## src/rtl/seg_xlate_pkg.sv

```systemverilog
package seg_xlate_pkg;
  localparam int ADDR_W   = 32;
  localparam int SEL_W    = 16;
  localparam int IDX_W    = 13;
  localparam int LEN_W    = 16;
  localparam int ATTR_W   = 12;
  localparam int BOUND_W  = 20;
  localparam int PERM_W   = 2;
  localparam int WORD_W   = 32;
  localparam int NUM_TBL  = 2;
  localparam int ENTRY_LG = 3;                       // 8 bytes per descriptor
  localparam int DESC_W   = 2 * WORD_W;
  localparam int CHK_W    = ((IDX_W + ENTRY_LG) > LEN_W ? (IDX_W + ENTRY_LG) : LEN_W) + 1;

  typedef enum logic [1:0] {
    FLT_NONE  = 2'd0,
    FLT_TABLE = 2'd1,
    FLT_BOUND = 2'd2
  } fault_e;

  typedef enum logic [2:0] {
    ST_IDLE, ST_RD_LO, ST_WT_LO, ST_RD_HI, ST_WT_HI, ST_EVAL, ST_RESP
  } state_e;

  typedef struct packed {
    logic loadReq;
    logic loadLo;
    logic loadHi;
    logic finish;
    logic hiWord;
  } strobe_t;
endpackage

```

## src/rtl/seg_xlate_dp.sv

```systemverilog
module seg_xlate_dp
  import seg_xlate_pkg::*;
(
  input  logic              clk,
  input  logic              rstN,
  input  logic              cfgWrEn,
  input  logic              cfgTbl,
  input  logic [ADDR_W-1:0] cfgBase,
  input  logic [LEN_W-1:0]  cfgLen,
  input  logic [SEL_W-1:0]  reqSelector,
  input  logic [ADDR_W-1:0] reqOffset,
  input  logic [WORD_W-1:0] memRspData,
  input  strobe_t           stb,
  output logic              tableFault,
  output logic [ADDR_W-1:0] memAddr,
  output logic [ADDR_W-1:0] rspLinear,
  output logic [1:0]        rspFault,
  output logic [ATTR_W-1:0] rspAttr,
  output logic [PERM_W-1:0] rspPerm
);
  logic [NUM_TBL-1:0][ADDR_W-1:0] tblBase;
  logic [NUM_TBL-1:0][LEN_W-1:0]  tblLen;

  // one base/length pair per descriptor table
  for (genvar t = 0; t < NUM_TBL; t++) begin : g_tbl
    logic [ADDR_W-1:0] baseQ;
    logic [LEN_W-1:0]  lenQ;
    always_ff @(posedge clk or negedge rstN) begin
      if (!rstN) begin
        baseQ <= '0;
        lenQ  <= '0;
      end else if (cfgWrEn && (cfgTbl == 1'(t))) begin
        baseQ <= cfgBase;
        lenQ  <= cfgLen;
      end
    end
    assign tblBase[t] = baseQ;
    assign tblLen[t]  = lenQ;
  end

  logic [IDX_W-1:0] reqIdx;
  logic             reqTbl;
  assign reqIdx = reqSelector[IDX_W-1:0];
  assign reqTbl = reqSelector[IDX_W];

  // last byte of the entry must lie inside the table extent
  assign tableFault = CHK_W'({reqIdx, {ENTRY_LG{1'b1}}}) > CHK_W'(tblLen[reqTbl]);

  logic [ADDR_W-1:0] offQ, entryQ, linQ;
  logic [WORD_W-1:0] loQ, hiQ;
  fault_e            faultQ;
  logic [ATTR_W-1:0] attrQ;
  logic [PERM_W-1:0] permQ;

  logic [DESC_W-1:0]  desc;
  logic [ATTR_W-1:0]  descAttr;
  logic [ADDR_W-1:0]  descBase;
  logic [BOUND_W-1:0] descBound;
  assign desc      = {hiQ, loQ};
  assign descAttr  = desc[ATTR_W-1:0];
  assign descBase  = desc[ATTR_W +: ADDR_W];
  assign descBound = desc[ATTR_W+ADDR_W +: BOUND_W];

  always_ff @(posedge clk or negedge rstN) begin
    if (!rstN) begin
      offQ   <= '0;
      entryQ <= '0;
      loQ    <= '0;
      hiQ    <= '0;
      linQ   <= '0;
      faultQ <= FLT_NONE;
      attrQ  <= '0;
      permQ  <= '0;
    end else begin
      if (stb.loadReq) begin
        offQ   <= reqOffset;
        permQ  <= reqSelector[SEL_W-1 -: PERM_W];
        entryQ <= tblBase[reqTbl] + ADDR_W'({reqIdx, {ENTRY_LG{1'b0}}});
        if (tableFault) begin
          linQ   <= '0;
          faultQ <= FLT_TABLE;
          attrQ  <= '0;
        end
      end
      if (stb.loadLo) loQ <= memRspData;
      if (stb.loadHi) hiQ <= memRspData;
      if (stb.finish) begin
        attrQ <= descAttr;
        if (offQ > ADDR_W'(descBound)) begin
          linQ   <= '0;
          faultQ <= FLT_BOUND;
        end else begin
          linQ   <= descBase + offQ;
          faultQ <= FLT_NONE;
        end
      end
    end
  end

  assign memAddr   = entryQ + (stb.hiWord ? ADDR_W'(WORD_W / 8) : '0);
  assign rspLinear = linQ;
  assign rspFault  = faultQ;
  assign rspAttr   = attrQ;
  assign rspPerm   = permQ;
endmodule

```

## src/rtl/seg_xlate_ctl.sv

```systemverilog
module seg_xlate_ctl
  import seg_xlate_pkg::*;
(
  input  logic    clk,
  input  logic    rstN,
  input  logic    reqValid,
  input  logic    memReqReady,
  input  logic    memRspValid,
  input  logic    rspReady,
  input  logic    tableFault,
  output logic    reqReady,
  output logic    memReqValid,
  output logic    memRspReady,
  output logic    rspValid,
  output strobe_t stb
);
  state_e st, nx;

  always_ff @(posedge clk or negedge rstN) begin
    if (!rstN) st <= ST_IDLE;
    else       st <= nx;
  end

  always_comb begin
    nx          = st;
    stb         = '0;
    reqReady    = 1'b0;
    memReqValid = 1'b0;
    memRspReady = 1'b0;
    rspValid    = 1'b0;
    unique case (st)
      ST_IDLE: begin
        reqReady = 1'b1;
        if (reqValid) begin
          stb.loadReq = 1'b1;
          nx = tableFault ? ST_RESP : ST_RD_LO;
        end
      end
      ST_RD_LO: begin
        memReqValid = 1'b1;
        if (memReqReady) nx = ST_WT_LO;
      end
      ST_WT_LO: begin
        memRspReady = 1'b1;
        if (memRspValid) begin
          stb.loadLo = 1'b1;
          nx = ST_RD_HI;
        end
      end
      ST_RD_HI: begin
        memReqValid = 1'b1;
        stb.hiWord  = 1'b1;
        if (memReqReady) nx = ST_WT_HI;
      end
      ST_WT_HI: begin
        memRspReady = 1'b1;
        if (memRspValid) begin
          stb.loadHi = 1'b1;
          nx = ST_EVAL;
        end
      end
      ST_EVAL: begin
        stb.finish = 1'b1;
        nx = ST_RESP;
      end
      ST_RESP: begin
        rspValid = 1'b1;
        if (rspReady) nx = ST_IDLE;
      end
      default: nx = ST_IDLE;
    endcase
  end
endmodule

```

## src/rtl/seg_xlate.sv

```systemverilog
module seg_xlate
  import seg_xlate_pkg::*;
(
  input  logic              clk,
  input  logic              rstN,
  input  logic              cfgWrEn,
  input  logic              cfgTbl,
  input  logic [ADDR_W-1:0] cfgBase,
  input  logic [LEN_W-1:0]  cfgLen,
  input  logic              reqValid,
  output logic              reqReady,
  input  logic [SEL_W-1:0]  reqSelector,
  input  logic [ADDR_W-1:0] reqOffset,
  output logic              memReqValid,
  input  logic              memReqReady,
  output logic [ADDR_W-1:0] memAddr,
  input  logic              memRspValid,
  output logic              memRspReady,
  input  logic [WORD_W-1:0] memRspData,
  output logic              rspValid,
  input  logic              rspReady,
  output logic [ADDR_W-1:0] rspLinear,
  output logic [1:0]        rspFault,
  output logic [ATTR_W-1:0] rspAttr,
  output logic [PERM_W-1:0] rspPerm
);
  strobe_t stb;
  logic    tableFault;

  seg_xlate_ctl u_ctl (
    .clk(clk), .rstN(rstN), .reqValid(reqValid), .memReqReady(memReqReady),
    .memRspValid(memRspValid), .rspReady(rspReady), .tableFault(tableFault),
    .reqReady(reqReady), .memReqValid(memReqValid), .memRspReady(memRspReady),
    .rspValid(rspValid), .stb(stb)
  );

  seg_xlate_dp u_dp (
    .clk(clk), .rstN(rstN), .cfgWrEn(cfgWrEn), .cfgTbl(cfgTbl), .cfgBase(cfgBase),
    .cfgLen(cfgLen), .reqSelector(reqSelector), .reqOffset(reqOffset),
    .memRspData(memRspData), .stb(stb), .tableFault(tableFault), .memAddr(memAddr),
    .rspLinear(rspLinear), .rspFault(rspFault), .rspAttr(rspAttr), .rspPerm(rspPerm)
  );
endmodule

```

## config.mk

```make
export PLATFORM = sky130hd
export DESIGN_NAME = seg_xlate
export DESIGN_NICKNAME = d
export VERILOG_FILES = /design/src/rtl/seg_xlate_pkg.sv /design/src/rtl/seg_xlate_dp.sv /design/src/rtl/seg_xlate_ctl.sv /design/src/rtl/seg_xlate.sv
export SDC_FILE = /design/constraint.sdc
export NUM_CORES = 1
export LEC_CHECK = 0
export BUFFER_PORTS_ARGS = -buffer_cell sky130_fd_sc_hd__buf_2
export CAP_MARGIN = 10
export CORE_UTILIZATION = 58
export CTS_CLUSTER_DIAMETER = 40
export CTS_CLUSTER_SIZE = 8
export DETAILED_ROUTE_END_ITERATION = 10
export PLACE_DENSITY = 0.79
export SKIP_CTS_REPAIR_TIMING = 1
export SYNTH_ARGS = -nofsm -noshare
export SYNTH_HDL_FRONTEND = slang
export SYNTH_HIERARCHICAL = 1
export SYNTH_SLANG_ARGS = --single-unit
```

## constraint.sdc

```tcl
create_clock -name clk -period 3.5 [get_ports clk]
set_clock_uncertainty 0.15 [all_clocks]
set_input_delay 0 -clock clk [delete_from_list [all_inputs] [get_ports clk]]
set_output_delay 0 -clock clk [all_outputs]
set_load 0.03 [all_outputs]
```

== After elaboration in Yosys (flattened, before gate mapping) ==
Index checks and enable logic that the tools add are counted.
Storage, ports and cells
  register bits: 275
  output and inout bits: 84
  input bits: 136
  logic and storage cells: 76
Operators by class
  add/sub/neg operators: 3
  muxes and demuxes: 35
  bitwise logic cells: 1
  reductions and logical operators: 9
  equal/unequal tests: 12
  order comparisons: 3
Operator list (number)
  $mux 32: 6
  $add 32x32->32: 2
  $mux 12: 3
  $add 32x16->32: 1
  $gt 32x20->1: 1
  $mux 16: 2
  $mux 3: 8
  $pmux 3 s7: 1
  $gt 16x16->1: 1
  $ne 2x2->1 const B: 6
  $mux 1: 11
  $eq 3x3->1 const B: 3
  $mux 2: 4
  $eq 3x2->1 const B: 2
  $reduce_and 6->1: 1
  $reduce_bool 2->1: 2
  $reduce_or 2->1: 2
  $eq 3x1->1 const B: 1
  $logic_not 3->1: 1
  $logic_and 1x1->1: 2
  $lt 1x2->1 const B: 1
  $reduce_and 2->1: 1
  $not 1->1: 1

== Depth between registers and ports, before layout ==
  depth after elaboration: 6
  depth in mapped cells: 15
  gate-level depth less buffers: 11

== By module ==
Netlist, hierarchy kept.
Modules (own cells, without submodules)
  seg_xlate_dp: instances 1, area an instance 14432.6 µm², cells an instance 1281, seq. area each 6806.5 µm²
  seg_xlate_ctl: instances 1, area an instance 301.5 µm², cells an instance 39, seq. area each 75.1 µm²

== Least setup slack after synthesis ==
OpenSTA, ideal clock, no wires.
  kind: input to register
  from: in reqSelector[13]
  to: reg u_dp.entryQ[20]
  slack: -42 ps
  arrival: 3267 ps
  required time: 3225 ps
  buffers on the path: 4
  library setup time: 125 ps
  stages on the path: 14
  path through: buf_4 buf_4 buf_1 clkbuf_1 mux2_2 ha_1 a21o_1 a21oi_1 o21a_1 or3_1 a31oi_4 nand4_1 xor2_1 mux2_2
On the way
  longest elaborated chain between the ends: 3
Ends and longest elaborated chain
  start, declared: line seg_xlate.sv:12  | input logic [SEL_W-1:0] reqSelector,
  $mux 32 (implied by the code) (2 in series): line seg_xlate_dp.sv:78  | entryQ <= tblBase[reqTbl] + ADDR_W'({reqIdx, {ENTRY_LG{1'b0}}});
  $add 32x16->32: line seg_xlate_dp.sv:78
  end signal, assigned: line seg_xlate_dp.sv:78
  end, declared: line seg_xlate_dp.sv:49  | logic [ADDR_W-1:0] offQ, entryQ, linQ;
No other way between the ends. The select of a mux whose other input is x is not followed.
A chain may end at the register's enable or synchronous reset.

==> results.txt <==
The flow ran to the end, but the final reports show violations. The final reports fail on negative hold slack. Across all register-to-register paths, the minimum setup slack is 0.37 ns.

The clock root buffer master was sky130_fd_sc_hd__clkbuf_16. The number of I/O port buffers works out to 219. The worst IR drop on VDD is 0.5131 mV, and the max-slew violation total from the final report is 0. Counting distinct cell types in the post-synthesis netlist gives 70. Fill cells in the final layout number 1593. The worst setup path is captured at an output pin.

Registers are responsible for 30.9% of the overall power. Setup violations remaining at the end of the flow were counted as 0. The multi-input combinational cells in the finished layout cover a total of 7545 um2.

The worst setup path is launched from a flip-flop. The most common library cell in the layout ignoring fill and taps was sky130_fd_sc_hd__dfrtp_1. Averaged over all synthesized cells, the footprint is 11.16 um2. The count of nets left with antenna violations once routing finished came out at 0.

Timing would allow up to 0.2993 GHz. For this configuration, the core starts out at a cell density of 59.88%. Synthesis inferred 275 register bits. The number of iterations in the first detailed-routing pass is 5, and the number of hold-slack violations in the final timing report is 15. For the pin with the worst max-slew slack, the measured transition is 0.9285 ns. TritonCTS built the clock tree. Die height: 161.4 um. The clock-pin slew reported for the worst setup and hold paths after clock tree synthesis was 0.05 ns. The clock network is responsible for 22.5% of the overall power. The power spent charging and discharging nets came out at 6755 uW. The number of global-route vias before repair was 11340.

Dividing the final minimum period by the clock period gives 95.47%. The switching share of total power is 40.18%. The via-per-instance ratio is 5.730, and the post-route minimum period is 3.342 ns. The pin count of the biggest net entering global routing came out at 116. The path class of the tightest hold or removal check is in2async. The count of flip-flops with a built-in enable after synthesis works out to 0. For the remaining global-route overflow, the log shows 0. For this run, the number of Yosys warnings is 6.

The tools report the combinational group share of total power as 46.6%. Relative to the synthesized area, the layout overhead comes to 28.16%. In this run, placement finished with an instance count of 1829. Dividing the detail-routed wire length by the instance count gives 18.91 um. The analysis attributes to cell leakage a power of 0.008761 uW.

Sequential-to-total area share from yosys stat: 46.71%. The half-perimeter wire length of the detailed placement result is 25110 um. Routability-driven placement finished with a final weighted congestion of 0.8838. The final route contains 11610 vias. The finished layout holds 2026 standard cells, fillers aside. In this run the worst path has a maximum fanout of 14. The die extent in x was 161.4 um; the synthesized netlist net count was 1537.

The total power density per cell area is 890.3 nW/um2. The tools report the reg-to-reg critical path startpoint as u_dp/offQ[0]. The worst path required time was 3.35 ns; the maximum level of the CTS H-tree was 2. The repair_antennas step left the layout with diodes totalling 0. Summing all flip-flop and latch instances after layout gives 6882 um2. The capture point of the worst reg-to-reg path was u_dp/rspLinear[30]. The most used flip-flop cell after synthesis was sky130_fd_sc_hd__dfrtp_1.

The detailed router finished its first iteration with 785 violations. The logs give 0 for the initial antenna violation count and 14730 um2 for the post-synthesis instance area. The post-route netlist has 31.84% of its cells at a drive strength greater than 1. The worst slew slack as a fraction of its limit is 38.10%. The floorplan step defined a core boundary enclosing 24600 um2. The worst register-to-register path has a depth of 11.

Routed wire length: 38320 um. In the layout the commonest cells are 275 x sky130_fd_sc_hd__dfrtp_1, 216 x sky130_fd_sc_hd__buf_2, 213 x sky130_fd_sc_hd__mux2_2. At the worst endpoint, the arrival time is 3.19 ns. For the worst-skew pair, the clock arrives at the later sink with an insertion delay of 0.52 ns. The clock drives 275 sinks. Max-cap violations in this run came to 0. The logs give -0.03431 ns for the tightest hold margin and 0 ns for the final total negative setup slack. The first global-routing pass estimated 56950 um of wire. For this design the top-level I/O count stands at 220. The run gives 1320 as the synthesized netlist cell count. In the final design database the tool counted 1902 nets.

For this run, asynchronously set or reset flops after synthesis account for 100.0%. The number of design rule violations left after detail routing was 0. The start-to-end type of the worst setup path was reg2out. The die covers 26050 um2. The internal power of the cells totals 10060 uW. The initialized floorplan defines 57 standard-cell rows.

Buffers inserted during clock tree synthesis total 44. The clock passes through at most 3 buffers. Global routing used 27.25% of the available tracks across all layers.
-- logic make-up (layout without fill, tap and decap cells) --
group | after synthesis | after routing | share of synthesized area, %
multiplexers | 243 | 243 | 18.32
XOR/XNOR | 80 | 80 | 4.755
AND/OR/NAND/NOR | 293 | 293 | 9.528
buffers and inverters | 99 | 481 | 2.675
AO/OA/AOI/OAI | 249 | 249 | 11.04
adder cells (fa/ha/maj) | 81 | 81 | 6.980
flip-flops | 275 | 275 | 46.71
-- worst max-delay path, cell delays in order (launching register included) --
cell and delay [ns]:
sky130_fd_sc_hd__dfrtp_1 0.32, sky130_fd_sc_hd__buf_4 0.18, sky130_fd_sc_hd__inv_1 0.13, sky130_fd_sc_hd__nor2_4 0.15, sky130_fd_sc_hd__ha_2 0.21, sky130_fd_sc_hd__ha_2 0.20, sky130_fd_sc_hd__nand3_2 0.15, sky130_fd_sc_hd__nor3_4 0.23
sky130_fd_sc_hd__nand4_1 0.23, sky130_fd_sc_hd__nor3_2 0.27, sky130_fd_sc_hd__nand3_1 0.16, sky130_fd_sc_hd__xnor2_2 0.21, sky130_fd_sc_hd__clkbuf_4 0.23
-- cells in the mapped netlist, types with 6 or more instances --
master                     number  share of area (%)
sky130_fd_sc_hd__nand3_1       26               0.88
sky130_fd_sc_hd__nand2b_1       7               0.30
sky130_fd_sc_hd__dfrtp_1      275                 47
sky130_fd_sc_hd__and2_1         6               0.25
sky130_fd_sc_hd__o21a_1        16               0.82
sky130_fd_sc_hd__a21o_1        32                1.6
sky130_fd_sc_hd__xnor2_1       49                2.9
sky130_fd_sc_hd__xor2_1        31                1.8
sky130_fd_sc_hd__a21oi_1       54                1.8
sky130_fd_sc_hd__o21bai_1       9               0.46
sky130_fd_sc_hd__inv_1         45                1.1
sky130_fd_sc_hd__mux2_2       213                 16
sky130_fd_sc_hd__nor2_1        59                1.5
sky130_fd_sc_hd__ha_1          79                6.7
sky130_fd_sc_hd__clkbuf_1      32               0.82
sky130_fd_sc_hd__nand2_1      110                2.8
sky130_fd_sc_hd__o21ai_1        6               0.20
sky130_fd_sc_hd__buf_1         13               0.33
sky130_fd_sc_hd__nor2b_1       11               0.47
sky130_fd_sc_hd__nor3_1        14               0.48
sky130_fd_sc_hd__mux2i_1       30                2.0
sky130_fd_sc_hd__o21ai_0       77                2.6
sky130_fd_sc_hd__and3_1         7               0.30
sky130_fd_sc_hd__nand4_1       26                1.1
-- metal layers --
layer  vias to the layer above  GRT usage [%]  routed length, um
li1                       5451              -                  -
met1                      5696          34.38              15520
met2                       383          46.81              19580
met3                        78          5.573               2249
met4                         0          9.005                964
met5                         -              0                  0
-- stage by stage --
stage / hold slack, ns / setup WS [ns] / util, % / cell area (um2) / total power [uW]
floorplan: -0.4456 / 0.06892 / - / 14740 / 10680
global route: 0.004993 / -0.06341 / 76.75 / 18880 / 17810
finish: -0.03431 / 0.1585 / 76.75 / 18880 / 16810
detailed placement: -0.02281 / 0.2880 / 65.98 / 16230 / 12670
CTS: -0.5577 / -0.2665 / 71.07 / 17490 / 16520
global placement: -0.03327 / 0.3451 / 65.98 / 16230 / 12430
-- final cells by class --
cell class,instances,share of cell area [%]
multi-input combinational,946,39.95
sequential,275,36.44
timing repair buffer,372,13.90
clock buffer,57,6.467
tap,324,2.147
inverter,46,0.9144
clock inverter,6,0.1723
-- worst max-delay path by stage --
stage,from,to,slack [ns]
6_report,u_ctl/st[1],memAddr[20],0.16
3_3_place_gp,u_ctl/st[2],memAddr[26],0.35
5_1_grt,u_ctl/st[1],memAddr[20],-0.06
2_1_floorplan,reqSelector[13],u_dp/entryQ[20],0.07
4_1_cts,u_ctl/st[1],memAddr[20],-0.27
3_5_place_dp,u_ctl/st[2],memAddr[20],0.29
-- power groups by stage --
stage                     logic, uW  clock network (uW)  registers, uW
after floorplan                5290                   0           5390
after global placement         7290                   0           5140
after detailed placement       7480                   0           5190
after CTS                      7550                3810           5150
after global routing           8520                3960           5330
final                          7840                3780           5200
-- state kept, by name, summed over array words and instances, names as in the netlist --
name	cells
u_dp/g_tbl.baseQ	64
u_dp/entryQ	32
u_dp/g_tbl.lenQ	32
u_dp/hiQ	32
u_dp/loQ	32
u_dp/offQ	32
u_dp/rspLinear	32
u_dp/rspAttr	12
u_ctl/st	3
u_dp/rspFault	2
u_dp/rspPerm	2
Power figures use the tool's default switching activity.
